==> src/rtl/iowh_pkg.sv <==
package iowh_pkg;

    typedef struct packed {
        logic flag;
        logic armed;
        logic irq;
        logic wr;
        logic resp_valid;
    } core_state_t;

    localparam int unsigned CTRL_BITS = 4;

endpackage

==> src/rtl/iowh_sync.sv <==
module iowh_sync #(
    parameter int unsigned WIDTH  = 8,
    parameter int unsigned STAGES = 2,
    parameter logic [WIDTH-1:0] RST_VAL = '0
) (
    input  logic             clk,
    input  logic             rst_n,
    input  logic [WIDTH-1:0] din,
    output logic [WIDTH-1:0] dout
);

    logic [WIDTH-1:0] stage_q [STAGES];
    logic [WIDTH-1:0] stage_d [STAGES];

    generate
        for (genvar g = 0; g < STAGES; g++) begin : g_stage
            if (g == 0) begin : g_first
                always_comb stage_d[g] = din;
            end else begin : g_next
                always_comb stage_d[g] = stage_q[g-1];
            end
            always_ff @(posedge clk or negedge rst_n) begin
                if (!rst_n) stage_q[g] <= RST_VAL;
                else        stage_q[g] <= stage_d[g];
            end
        end
    endgenerate

    assign dout = stage_q[STAGES-1];

endmodule

==> src/rtl/iowh_core.sv <==
module iowh_core
    import iowh_pkg::*;
(
    input  logic clk,
    input  logic rst_n,
    input  logic s_iorq_n,
    input  logic s_rd_n,
    input  logic s_wr_n,
    input  logic s_m1_n,
    input  logic release_i,
    output logic set_o,
    output logic grab_o,
    output logic flag_o,
    output logic irq_o,
    output logic wr_o,
    output logic resp_valid_o
);

    core_state_t st_d, st_q;
    logic io_req;

    always_comb begin
        st_d   = st_q;
        io_req = !s_iorq_n && (!s_rd_n || !s_wr_n) && s_m1_n;
        set_o  = io_req && st_q.armed && !st_q.flag;
        grab_o = st_q.flag && release_i && !st_q.wr;
        st_d.irq = set_o;
        if (set_o) begin
            st_d.flag  = 1'b1;
            st_d.armed = 1'b0;
            st_d.wr    = !s_wr_n;
        end
        if (st_q.flag && release_i) begin
            st_d.flag = 1'b0;
            if (!st_q.wr) st_d.resp_valid = 1'b1;
        end
        if (s_iorq_n) begin
            st_d.armed      = 1'b1;
            st_d.resp_valid = 1'b0;
        end
    end

    always_ff @(posedge clk or negedge rst_n) begin
        if (!rst_n) st_q <= '{flag: 1'b0, armed: 1'b1, irq: 1'b0, wr: 1'b0, resp_valid: 1'b0};
        else        st_q <= st_d;
    end

    assign flag_o       = st_q.flag;
    assign irq_o        = st_q.irq;
    assign wr_o         = st_q.wr;
    assign resp_valid_o = st_q.resp_valid;

    a_r5_hold_until_release: assert property (@(posedge clk) disable iff (!rst_n)
        (st_q.flag && !release_i) |=> st_q.flag);
    a_r2_irq_single: assert property (@(posedge clk) disable iff (!rst_n)
        st_q.irq |=> !st_q.irq);
    a_r2_irq_with_flag: assert property (@(posedge clk) disable iff (!rst_n)
        st_q.irq |-> st_q.flag);
    a_r8_m1_ignored: assert property (@(posedge clk) disable iff (!rst_n)
        (!st_q.flag && !s_m1_n) |=> !st_q.flag);
    a_r9_no_retrigger: assert property (@(posedge clk) disable iff (!rst_n)
        (!st_q.flag && !st_q.armed) |=> !st_q.flag);
    a_r10_write_no_resp: assert property (@(posedge clk) disable iff (!rst_n)
        (st_q.flag && st_q.wr) |=> !st_q.resp_valid);

endmodule

==> src/rtl/iowh_latch.sv <==
module iowh_latch #(
    parameter int unsigned ADDR_W = 8,
    parameter int unsigned DATA_W = 8
) (
    input  logic              clk,
    input  logic              rst_n,
    input  logic              set_i,
    input  logic              grab_i,
    input  logic [ADDR_W-1:0] addr_i,
    input  logic [DATA_W-1:0] wdata_i,
    input  logic [DATA_W-1:0] rdata_i,
    output logic [ADDR_W-1:0] port_o,
    output logic [DATA_W-1:0] wdata_o,
    output logic [DATA_W-1:0] rdata_o
);

    typedef struct packed {
        logic [ADDR_W-1:0] port;
        logic [DATA_W-1:0] wdata;
        logic [DATA_W-1:0] rdata;
    } hold_t;

    hold_t h_d, h_q;

    always_comb begin
        h_d = h_q;
        if (set_i) begin
            h_d.port  = addr_i;
            h_d.wdata = wdata_i;
        end
        if (grab_i) h_d.rdata = rdata_i;
    end

    always_ff @(posedge clk or negedge rst_n) begin
        if (!rst_n) h_q <= '0;
        else        h_q <= h_d;
    end

    assign port_o  = h_q.port;
    assign wdata_o = h_q.wdata;
    assign rdata_o = h_q.rdata;

    a_r6_rdata_stable: assert property (@(posedge clk) disable iff (!rst_n)
        !grab_i |=> $stable(h_q.rdata));

endmodule

==> src/rtl/io_wait_bridge.sv <==
module io_wait_bridge
    import iowh_pkg::*;
#(
    parameter int unsigned ADDR_W      = 8,
    parameter int unsigned DATA_W      = 8,
    parameter int unsigned SYNC_STAGES = 2
) (
    input  logic              clk,
    input  logic              rst_n,
    input  logic              host_iorq_n,
    input  logic              host_rd_n,
    input  logic              host_wr_n,
    input  logic              host_m1_n,
    input  logic [ADDR_W-1:0] host_addr_lo,
    input  logic [DATA_W-1:0] host_data_in,
    output logic              host_wait_n,
    output logic [DATA_W-1:0] host_data_out,
    output logic              host_data_oe,
    output logic              cop_irq,
    output logic              cop_dir_wr,
    output logic [ADDR_W-1:0] cop_port,
    output logic [DATA_W-1:0] cop_wdata,
    input  logic [DATA_W-1:0] cop_rdata,
    input  logic              cop_release
);

    localparam int unsigned SYNC_W = CTRL_BITS + ADDR_W + DATA_W;
    localparam logic [SYNC_W-1:0] SYNC_RST = {{CTRL_BITS{1'b1}}, {(ADDR_W+DATA_W){1'b0}}};

    logic [SYNC_W-1:0] raw_bus, sync_bus;
    logic s_iorq_n, s_rd_n, s_wr_n, s_m1_n;
    logic [ADDR_W-1:0] s_addr;
    logic [DATA_W-1:0] s_data;
    logic set_w, grab_w, flag_w, irq_w, wr_w, resp_valid_w;

    assign raw_bus = {host_m1_n, host_iorq_n, host_rd_n, host_wr_n, host_addr_lo, host_data_in};

    iowh_sync #(.WIDTH(SYNC_W), .STAGES(SYNC_STAGES), .RST_VAL(SYNC_RST)) u_sync (
        .clk(clk), .rst_n(rst_n), .din(raw_bus), .dout(sync_bus)
    );

    assign {s_m1_n, s_iorq_n, s_rd_n, s_wr_n, s_addr, s_data} = sync_bus;

    iowh_core u_core (
        .clk(clk), .rst_n(rst_n),
        .s_iorq_n(s_iorq_n), .s_rd_n(s_rd_n), .s_wr_n(s_wr_n), .s_m1_n(s_m1_n),
        .release_i(cop_release),
        .set_o(set_w), .grab_o(grab_w), .flag_o(flag_w), .irq_o(irq_w),
        .wr_o(wr_w), .resp_valid_o(resp_valid_w)
    );

    iowh_latch #(.ADDR_W(ADDR_W), .DATA_W(DATA_W)) u_latch (
        .clk(clk), .rst_n(rst_n), .set_i(set_w), .grab_i(grab_w),
        .addr_i(s_addr), .wdata_i(s_data), .rdata_i(cop_rdata),
        .port_o(cop_port), .wdata_o(cop_wdata), .rdata_o(host_data_out)
    );

    assign host_wait_n  = !flag_w;
    assign cop_irq      = irq_w;
    assign cop_dir_wr   = wr_w;
    assign host_data_oe = resp_valid_w && !host_iorq_n && !host_rd_n;

    a_r6_oe_after_release: assert property (@(posedge clk) disable iff (!rst_n)
        host_data_oe |-> host_wait_n);
    a_r10_no_oe_on_write: assert property (@(posedge clk) disable iff (!rst_n)
        host_data_oe |-> !cop_dir_wr);
    a_r2_wait_with_irq: assert property (@(posedge clk) disable iff (!rst_n)
        $fell(host_wait_n) |-> cop_irq);

endmodule

==> config.mk <==
export PLATFORM = sky130hd
export DESIGN_NAME = io_wait_bridge
export DESIGN_NICKNAME = d
export VERILOG_FILES = /design/src/rtl/iowh_pkg.sv /design/src/rtl/iowh_sync.sv /design/src/rtl/iowh_core.sv /design/src/rtl/iowh_latch.sv /design/src/rtl/io_wait_bridge.sv
export SDC_FILE = /design/constraint.sdc
export NUM_CORES = 1
export LEC_CHECK = 0
export BUFFER_PORTS_ARGS = -buffer_cell sky130_fd_sc_hd__clkbuf_2
export CELL_PAD_IN_SITES_DETAIL_PLACEMENT = 0
export CELL_PAD_IN_SITES_GLOBAL_PLACEMENT = 2
export CORE_MARGIN = 3
export CORE_UTILIZATION = 33
export DETAILED_ROUTE_END_ITERATION = 8
export HOLD_SLACK_MARGIN = 0.02
export MAX_ROUTING_LAYER = met4
export PLACE_DENSITY = 0.85
export SYNTH_ARGS = -nofsm -noshare
export SYNTH_HDL_FRONTEND = slang
export SYNTH_HIERARCHICAL = 1
export SYNTH_SLANG_ARGS = --single-unit
==> constraint.sdc <==
create_clock -name clk -period 1.6 [get_ports clk]
set_clock_uncertainty 0.1 [all_clocks]
set_input_delay 0.24 -clock clk [delete_from_list [all_inputs] [get_ports clk]]
set_output_delay 0.24 -clock clk [all_outputs]
set_load 0.02 [all_outputs]
# [Word-level counts from Yosys, hierarchy flattened]
# Index checks and enable logic that the tools add are counted.
[totals] ff_bits=69 latch_bits=0 ram_bits=0 rom_bits=0 input_bits=31 out_inout_bits=28 wordCells=37 n_memories=0
[op_classes] n_addsub=0 mul=0 n_div=0 n_lt_le_gt_ge=0 eq_ne=1 shift=0 n_mux=6 bitwise_logic=0 n_reduce_logical=20
[ops] operator="logical AND 1 bit" n=8
[ops] operator="logical NOT 1 bit" n=7
[ops] operator="nonzero test 2 bit" n=3
[ops] operator="2-to-1 mux 1 bit" n=5
[ops] operator="2-to-1 mux 2 bit" n=1
[ops] operator="!= test 2 bit, second input constant" n=1
[ops] operator="AND reduction 2 bit" n=1
[ops] operator="logical OR 1 bit" n=1

# [Depth between registers and ports, before layout]
[depth] word_depth=8 depth_mapped=6 ltp_nobuf=4

# [Cells and area by module]
# Netlist, hierarchy kept.
[modules_own_cells] module="iowh_sync" n_inst=1 cells_per_inst=40 area_per_inst_um2=1011.0 seq_area_each_um2=1011.0
[modules_own_cells] module="iowh_latch" n_inst=1 cells_per_inst=51 area_per_inst_um2=944.7 seq_area_each_um2=600.6
[modules_own_cells] module="iowh_core" n_inst=1 cells_per_inst=17 area_per_inst_um2=200.2 seq_area_each_um2=126.4
[modules_own_cells] module="io_wait_bridge" n_inst=1 cells_per_inst=2 area_per_inst_um2=16.3 seq_area_each_um2=0.0

# [Worst setup path after synthesis]
# OpenSTA, ideal clock, no wires.
[synth_timing] path_type="reg2reg" start="register u_sync.stage_q, in the netlist u_sync/dout[18]" end="register u_latch.h_q, in the netlist u_latch/port_o[3]" setup_time_ps=125 t_arrival_ps=1288 required_time_ps=1375 slack_ps=86 stages_incl_launch_ff=7 n_path_buf=2 synth_period_minus_slack_ps=1514 cell_sequence="dfstp_2 > nor2_2 > nand4_2 > inv_1 > buf_6 > buf_12 > mux2_4"
[synth_via] elab_chain_len=5
[synth_lines] element="start, declared" line_no="iowh_sync.sv:12" source="logic [WIDTH-1:0] stage_q [STAGES];"
[synth_lines] element="start signal, assigned by index" line_no="iowh_sync.sv:24" source="else stage_q[g] <= stage_d[g];"
[synth_lines] element="logical NOT 1 bit" line_no="iowh_core.sv:24" source="io_req = !s_iorq_n && (!s_rd_n || !s_wr_n) && s_m1_n;"
[synth_lines] element="logical AND 1 bit (2 in a row)" line_no="iowh_core.sv:24"
[synth_lines] element="logical AND 1 bit (2 in a row)" line_no="iowh_core.sv:25" source="set_o = io_req && st_q.armed && !st_q.flag;"
[synth_lines] element="named net set_w" line_no="io_wait_bridge.sv:34" source="logic set_w, grab_w, flag_w, irq_w, wr_w, resp_valid_w;"
[synth_lines] element="end signal, assigned" line_no="iowh_latch.sv:35" source="if (!rst_n) h_q <= '0;"
[synth_lines] element="end signal, assigned" line_no="iowh_latch.sv:36" source="else h_q <= h_d;"
[synth_lines] element="end, declared" line_no="iowh_latch.sv:23" source="hold_t h_d, h_q;"
# The timed path passes the listed nets, and every way through them passes these cells.
# A chain may end at the register's enable or synchronous reset.

# [Final worst setup path]
[layout_timing] start="input port host_rd_n" end="output port host_data_oe"
[layout_via] elab_chain_len=2
[layout_lines] element="start, declared" line_no="io_wait_bridge.sv:11" source="input logic host_rd_n,"
[layout_lines] element="logical NOT 1 bit" line_no="io_wait_bridge.sv:61" source="assign host_data_oe = resp_valid_w && !host_iorq_n && !host_rd_n;"
[layout_lines] element="logical AND 1 bit" line_no="io_wait_bridge.sv:61"
[layout_lines] element="end, declared" line_no="io_wait_bridge.sv:18" source="output logic host_data_oe,"
# No other way between the ends.

==> metrics.cfg <==
[outcome]
outcome=complete, no violations

[yosys]
synth_xor_area_share_pct=0
synth_cell_types=17
ys_ff_latch=69
synthesis.area_sq_um=2170
yosysSeqAreaShare_pct=80.0
avgSynthCellArea_sq_um=19.7
synth_compound_area_share_pct=0.576
synth_mux_area_share_pct=14.6
synth_top_family_by_area=multiplexers
syn_nets=141
synthCells=110
yosys.area_share.simple_pct=2.42
yosysWarnings=6
yosys.area_share.adder_pct=0

[pwr]
ir_drop_v=0.000871
finalPower_uw=4540
p_leak_uw=0.00147
power_density_nw_per_um2=1480

[worst_setup_path]
start_kind=primary input
reg2regPathDepth=5
cp_slowest_cell=dlygate4sd3_1
cp.arrival_ns=1.21
cp-end-kind=output pin
cp.required_ns=1.26
cp_slowest_stage_delay_ns=0.53
crit_chain=dlygate4sd3_1, clkbuf_2, nor3b_2, buf_4
crit_family=buffers and inverters
r2r-end=u_latch/port_o[0]
crit_type=in -> out
r2r_start=u_core/flag_o
critPathMaxFanout=2
path_buf_inv=3
r2r_slack_ns=0.11

[placement]
placed_area_sq_um=2590
io_buffers=58
dp_hpwl_mm=2.51
post-place-cells=245
gp_congestion=0.707

[drt]
avgRoutedWirePerCell_um=13.6
drt_iter0_drc=83
finalWirelength_mm=3.94
drc=0
drtPass1Iterations=3
antenna_left=0
routed_via_density=4.25
vias=1229

[finish]
final_cell_mix=dfrtp_1, clkbuf_2, dlygate4sd3_1, mux2_2, clkbuf_8
post_layout_nonfiller_instances=289
mostFrequentLayoutCell=dfrtp_1
area_growth_pct=41.1
drive_above_1_share_pct=52.8
fin_area_sq_um=3070
nets=241
num_antenna_cells=0

[sta]
slew_violations=0
slew_headroom_pct=82.2
worst_pin_slew_ns=0.268
rsz0062_at_grt=false
fin_crit_sh_pct=97.1
fmax_ghz=0.643
fin_crit_ns=1.55
setup_tns_ns=0
setup_viol=0
finalHoldViolCount=0

[grt]
overflow=0
grt.total_usage_pct=12.6
grt_first_pass_wirelength_mm=6.77
grt_max_degree=27
antenna_found_initial=0
grt_pass1_vias=1408

[min_path]
min_path_type=in -> reg
whs_endpoint=u_latch/rdata_o[4]
whs_path_depth=2
min-delay-start=cop_rdata[4]

[cts]
htreeDepth=3
cts_tree=built
path_clk_slew_ns=0.06
post-cts-setup-buffers=0
cts_buffer_depth=2
cts_sinks=69
numCtsBuffers=9
insertion_delay_ns=0.34
cts_root_buf=clkbuf_8

[die]
die_h_um=87.1
dieArea_sq_um=7590
core_area_sq_um=6130
rows=28
die_x_um=87.1
start_util_pct=35.4
io_pins=59

[job]
maxCapViolCount=0

==> worst register-to-register path, delay by kind of cell (launching register included) <==
kind	cells	cell delay, ns
flip-flops	1	0.41
multiplexers	1	0.36
buffers and inverters	2	0.27
AND/OR/NAND/NOR	2	0.24
==> cell type report <==
type	count	area (sq um)
well taps	75	93.8
clock buffers	14	173
flip-flops and latches	69	1740
fillers	509	3070
repair buffers	92	658
inverters	4	15.0
clock inverters	1	5.00
multi-input cells	34	383
==> how the worst max path moves through the flow <==
| stage | start | end | slack, ns | depth (start not counted) |
|---|---|---|---|---|
| 2_1_floorplan | u_sync/dout[18] | u_latch/port_o[3] | 0.09 | 6 |
| 3_3_place_gp | u_core/flag_o | u_latch/port_o[2] | 0.15 | 5 |
| 3_5_place_dp | u_core/flag_o | u_latch/port_o[0] | 0.12 | 5 |
| 4_1_cts | host_rd_n | host_data_oe | 0.02 | 4 |
| 5_1_grt | host_rd_n | host_data_oe | 0.004 | 4 |
| 6_report | host_rd_n | host_data_oe | 0.05 | 4 |
==> registers in the layout, summed over array words and instances (netlist names) <==
name / count
u_core/flag_o: 1
u_latch/wdata_o: 8
u_sync/stage_d: 20
u_latch/port_o: 8
u_core/wr_o: 1
u_core/resp_valid_o: 1
u_sync/dout: 20
u_core/st_q: 1
u_core/irq_o: 1
u_latch/rdata_o: 8
==> where the power goes <==
group	total (uW)	switching, uW	internal (uW)
sequential	2220	162	2060
combinational	1060	568	488
clock	1260	582	680
==> through the flow <==
step	hold WS, ns	worst slack (ns)	utilization [%]
CTS	0.0261	0.0154	50.0
floorplan	-0.156	0.0864	-
global route	0.0315	0.00406	50.0
finish	0.0471	0.0458	50.0
detailed placement	0.0291	0.117	42.3
global placement	0.0272	0.149	42.3
==> repair_timing <==
action / in CTS / in global routing
endpoints found under the hold margin: 93 / 0
endpoints found under the setup margin: 0 / 1
hold buffers: 29 / 0
resized for setup: 0 / 2
==> Yosys cell counts (all sizes together) <==
master  instances  area (sq um)
dfrtp          60          1500
o21a            1          7.51
mux2           24           308
o21ai           1          5.00
nand2           1          3.75
dfstp           9           236
and3b           1          10.0
nor2            3          13.8
nor3b           1          12.5
mux2i           1          10.0
nand4           1          12.5
inv             4          15.0
buf             3          36.3
==> logic make-up (layout without fill, tap and decap cells) <==
family                 after synthesis  in the layout
AOI/OAI and AO/OA                    2              2
buffers and inverters                7            111
DFF                                 69             69
muxes                               25             25
and+or+nand+nor                      7              7
==> layer usage <==
| metal | share of wire, % | GRT usage (%) | vias to the layer above |
|---|---|---|---|
| li1 | - | - | 562 |
| met1 | 41 | 14.2 | 608 |
| met2 | 50 | 19.2 | 50 |
| met3 | 7.3 | 6.34 | 9 |
| met4 | 1.8 | 5.16 | 0 |
| met5 | 0 | - | - |
Power figures use the tool's default switching activity.
